<file path="src/rtl/mailbox_bank.sv">
module mailbox_bank #(
  parameter int DW = 8,
  parameter int AW = 8,
  parameter logic [AW-1:0] BASE = 8'hF4
) (
  input  logic          clk,
  input  logic          rst_n,
  input  logic [1:0]    host_idx,
  input  logic [DW-1:0] host_wdata,
  input  logic          host_wr,
  input  logic          host_rd,
  output logic [DW-1:0] host_rdata,
  input  logic [AW-1:0] aud_addr,
  input  logic [DW-1:0] aud_wdata,
  input  logic          aud_wr,
  input  logic          aud_rd,
  output logic [DW-1:0] aud_rdata,
  output logic          aud_hit,
  input  logic          clr_lo,
  input  logic          clr_hi
);
  localparam int NCH = 4;
  localparam int IW  = 2;

  logic [DW-1:0] inb  [NCH];
  logic [DW-1:0] outb [NCH];
  logic [DW-1:0] aux  [2];

  wire [AW-1:0] off     = aud_addr - BASE;
  wire          above   = aud_addr >= BASE;
  wire          mb_hit  = above && (off < AW'(NCH));
  wire          aux_hit = above && (off == AW'(NCH) || off == AW'(NCH + 1));
  wire [IW-1:0] mb_sel  = off[IW-1:0];
  wire          aux_sel = (off == AW'(NCH + 1));

  for (genvar n = 0; n < NCH; n++) begin : g_ch
    wire clr = (n < 2) ? clr_lo : clr_hi;

    always_ff @(posedge clk) begin
      if (!rst_n)                               inb[n] <= '0;
      else if (clr)                             inb[n] <= '0;
      else if (host_wr && host_idx == IW'(n))   inb[n] <= host_wdata;
    end

    always_ff @(posedge clk) begin
      if (!rst_n)                                    outb[n] <= '0;
      else if (aud_wr && mb_hit && mb_sel == IW'(n)) outb[n] <= aud_wdata;
    end
  end

  for (genvar a = 0; a < 2; a++) begin : g_aux
    always_ff @(posedge clk) begin
      if (!rst_n)                                        aux[a] <= '0;
      else if (aud_wr && aux_hit && aux_sel == (a == 1)) aux[a] <= aud_wdata;
    end
  end

  always_ff @(posedge clk) begin
    if (!rst_n)       host_rdata <= '0;
    else if (host_rd) host_rdata <= outb[host_idx];
  end

  always_ff @(posedge clk) begin
    if (!rst_n) begin
      aud_rdata <= '0;
      aud_hit   <= 1'b0;
    end else if (aud_rd) begin
      aud_hit   <= mb_hit || aux_hit;
      aud_rdata <= mb_hit ? inb[mb_sel] : (aux_hit ? aux[aux_sel] : '0);
    end
  end
endmodule

</file>
<file path="config.mk">
export PLATFORM = sky130hd
export DESIGN_NAME = mailbox_bank
export DESIGN_NICKNAME = d
export VERILOG_FILES = /design/src/rtl/mailbox_bank.sv
export SDC_FILE = /design/constraint.sdc
export NUM_CORES = 1
export LEC_CHECK = 0
export BUFFER_PORTS_ARGS = -buffer_cell sky130_fd_sc_hd__clkbuf_2
export CELL_PAD_IN_SITES_DETAIL_PLACEMENT = 1
export CELL_PAD_IN_SITES_GLOBAL_PLACEMENT = 2
export CORE_ASPECT_RATIO = 0.9
export CORE_MARGIN = 10
export CORE_UTILIZATION = 40
export CTS_BUF_LIST = sky130_fd_sc_hd__clkbuf_16
export DETAILED_ROUTE_END_ITERATION = 10
export PLACE_DENSITY_LB_ADDON = 0.1
export SETUP_SLACK_MARGIN = 0.5
export SLEW_MARGIN = 20
export SYNTH_ARGS = -nofsm -noshare
export SYNTH_HDL_FRONTEND = slang
export SYNTH_SLANG_ARGS = --single-unit
</file>
<file path="constraint.sdc">
create_clock -name clk -period 2.7 [get_ports clk]
set_clock_uncertainty 0.2 [all_clocks]
set_input_delay 0.135 -clock clk [delete_from_list [all_inputs] [get_ports clk]]
set_output_delay 0.135 -clock clk [all_outputs]
set_load 0.05 [all_outputs]
</file>
==> results_dict.tcl <==
set metrics [dict create \
    drcViolationCount 0 \
    drt_iter0_markers 209 \
    cts_resized 0 \
    grt_max_degree 31 \
    start_util 0.414 \
    max_freq_mhz 599 \
    synth_top_cell_area_share 0.528 \
    place_inst 507 \
    crit_end "inb[0][5]" \
    rsz0062_at_grt "false" \
    routed_via_density 5.30 \
    critPathMaxFanout 11 \
    cts_max_level 3 \
    post-cts-setup-buffers 0 \
    clkTransAtPathRegs_ns 0.07 \
    routed_wl_um 11700 \
    yosysTopAreaCell "edfxtp_1" \
    p_int_mw 2.71 \
    finalInstanceArea_um2 5470 \
    whs_ns 0.0871 \
    final_layout_size_suffix_gt1_frac 0.266 \
    synth_area_leaders "edfxtp_1, and2_1, mux4_2, dfxtp_1, nor4_4" \
    wl_per_cell_um 21.8 \
    yosysSeqAreaShare 0.603 \
    crit_start "host_idx[1]" \
    cts_buffer_depth 2 \
    finalHoldViolCount 0 \
    dr_total_vias 2856 \
    antenna_left 0 \
    fin_cells 539 \
    synth_edf_count 80 \
    grt_pass1_wl_um 18500 \
    setup.worst_path.start_class "primary input" \
    hold_class "primary input to flop" \
    grt.total_usage 0.152 \
    mostFrequentLayoutCells "edfxtp_1, and2_1, clkbuf_2" \
    cp-end-kind "flop" \
    cp.arrival_ns 1.54 \
    syn_to_final_growth_pct 20.3 \
    clockRootBuffer "clkbuf_16" \
    r2r_cells 3 \
    p_clk_frac 0.415 \
    syn_area_per_cell_um2 14.5 \
    slew_violations 0 \
    leakage_nw 2.09 \
    power_mw 3.47 \
    layout_min_cycle_time_ns 1.67 \
    portBuffers 50 \
    n_antenna_cell 0 \
    tightestPinTransition_ns 0.765 \
    netlist_area_um2 4550 \
    die_area_um2 16000 \
    ir_drop_mv 0.549 \
    ys.flop_type "edfxtp_1" \
    finalSetupTns_ns 0 \
    post-route-period-util 0.619 \
    placed_cell_area_um2 4980 \
    grt_pass1_vias 3118 \
    synth_cells 314 \
    combPwrFrac 0.089 \
    io_pins 51 \
    clkSinkCount 97 \
    ys_types 38 \
    hpwl_um 8650 \
    layout.cells.most_common "edfxtp_1" \
    r2r-end "aud_rdata[1]" \
    drtPass1Iterations 4 \
    max_slew_margin 0.486 \
    place.gp.congestion 0.790 \
    reg2reg_slack_ns 1.16 \
    worstSkewPairLatency_ns 0.35 \
    ys_warn_count 0 \
    ys_seq_elements 97 \
    synthArstFlopShare 0 \
    pwr_density_cell_nw_per_um2 634 \
    outcome "complete, no violations" \
    r2r-start "inb[3][1]" \
    rows 36 \
    setup_viol 0 \
    crit_type "primary input to flop" \
    fp.coreArea_um2 11000 \
    cap_violations 0 \
    numCtsBuffers 9 \
    antenna_found_initial 0 \
    final_nets 416 \
    die_width_um 132 \
    die_y_um 121 \
    p_sw_frac 0.220 \
    overflow 0 \
    worstPathRequired_ns 2.57 \
    netSwitchingPower_mw 0.764 \
    power_frac_seq 0.497 \
    tritoncts "done" \
    syn_nets 348 \
    ctsHoldBuffers 16 \
]
[worst max-delay path, stage by stage]
cell	delay [ns]
clkbuf_2	0.28
and4bb_1	0.33
nor2b_4	0.19
or3b_2	0.59
[registers in the layout, indices dropped and copies added (netlist names)]
name / flops
inb: 32
outb: 32
aux: 16
aud_rdata: 8
host_rdata: 8
aud_hit: 1
[kinds of logic (layout without fill, tap and decap cells)]
group	after synthesis	after routing	synth area share
muxes	24	24	0.0968
buffers and inverters	21	94	0.0234
DFF	97	97	0.603
and+or+nand+nor	131	131	0.209
AOI/OAI and AO/OA	41	41	0.0677
[cell type report]
| type | instances | area, um2 |
|---|---|---|
| fill | 1147 | 5520 |
| sequential | 97 | 2740 |
| multi-input combinational | 196 | 1710 |
| timing repair buffer | 77 | 493 |
| clock buffer | 9 | 225 |
| tap | 152 | 190 |
| clock inverter | 7 | 110 |
| inverter | 1 | 3.75 |
[cells in the mapped netlist (all sizes together) (5+ instances only)]
master,instances
a41oi,8
and2,73
and3,8
and3b,8
buf,11
clkbuf,9
dfxtp,17
edfxtp,80
mux2i,8
mux4,16
nand2,5
nand2b,5
nor2b,14
nor4,6
o2111ai,8
o21ai,14
o32ai,8
[worst min-delay path by stage]
| stage | cells after the start | to | from |
|---|---|---|---|
| floorplan | 1 | aux[0][0] | aud_wdata[0] |
| global placement | 2 | inb[2][5] | host_wdata[5] |
| detailed placement | 2 | inb[2][3] | host_wdata[3] |
| CTS | 4 | aud_rdata[0] | aud_addr[2] |
| global route | 3 | inb[2][1] | clr_hi |
| finish | 4 | aud_rdata[0] | aud_addr[2] |
[stage by stage]
| stage | setup WS [ns] | util |
|---|---|---|
| final | 1.03 | 0.498 |
| after global routing | 0.945 | 0.498 |
| after CTS | 1.02 | 0.498 |
| after detailed placement | 0.659 | 0.453 |
| after global placement | 0.721 | 0.453 |
| after floorplan | 0.785 | - |
[per-layer routing]
metal	vias up	GRT usage	wire length, um
li1	1350	-	-
met1	1424	0.200	5370
met2	69	0.242	5580
met3	13	0.0373	580
met4	0	0.0522	191
met5	-	0	0
[power groups by stage]
stage          clock network, mW  logic, mW  registers, mW
2_1_floorplan                  0      0.149           1.78
3_3_place_gp                   0      0.288           1.76
3_5_place_dp                   0      0.294           1.76
4_1_cts                     1.47      0.313           1.73
5_1_grt                     1.53      0.335           1.73
6_report                    1.44      0.308           1.72
Note: power is estimated with default switching activity, not from simulation.
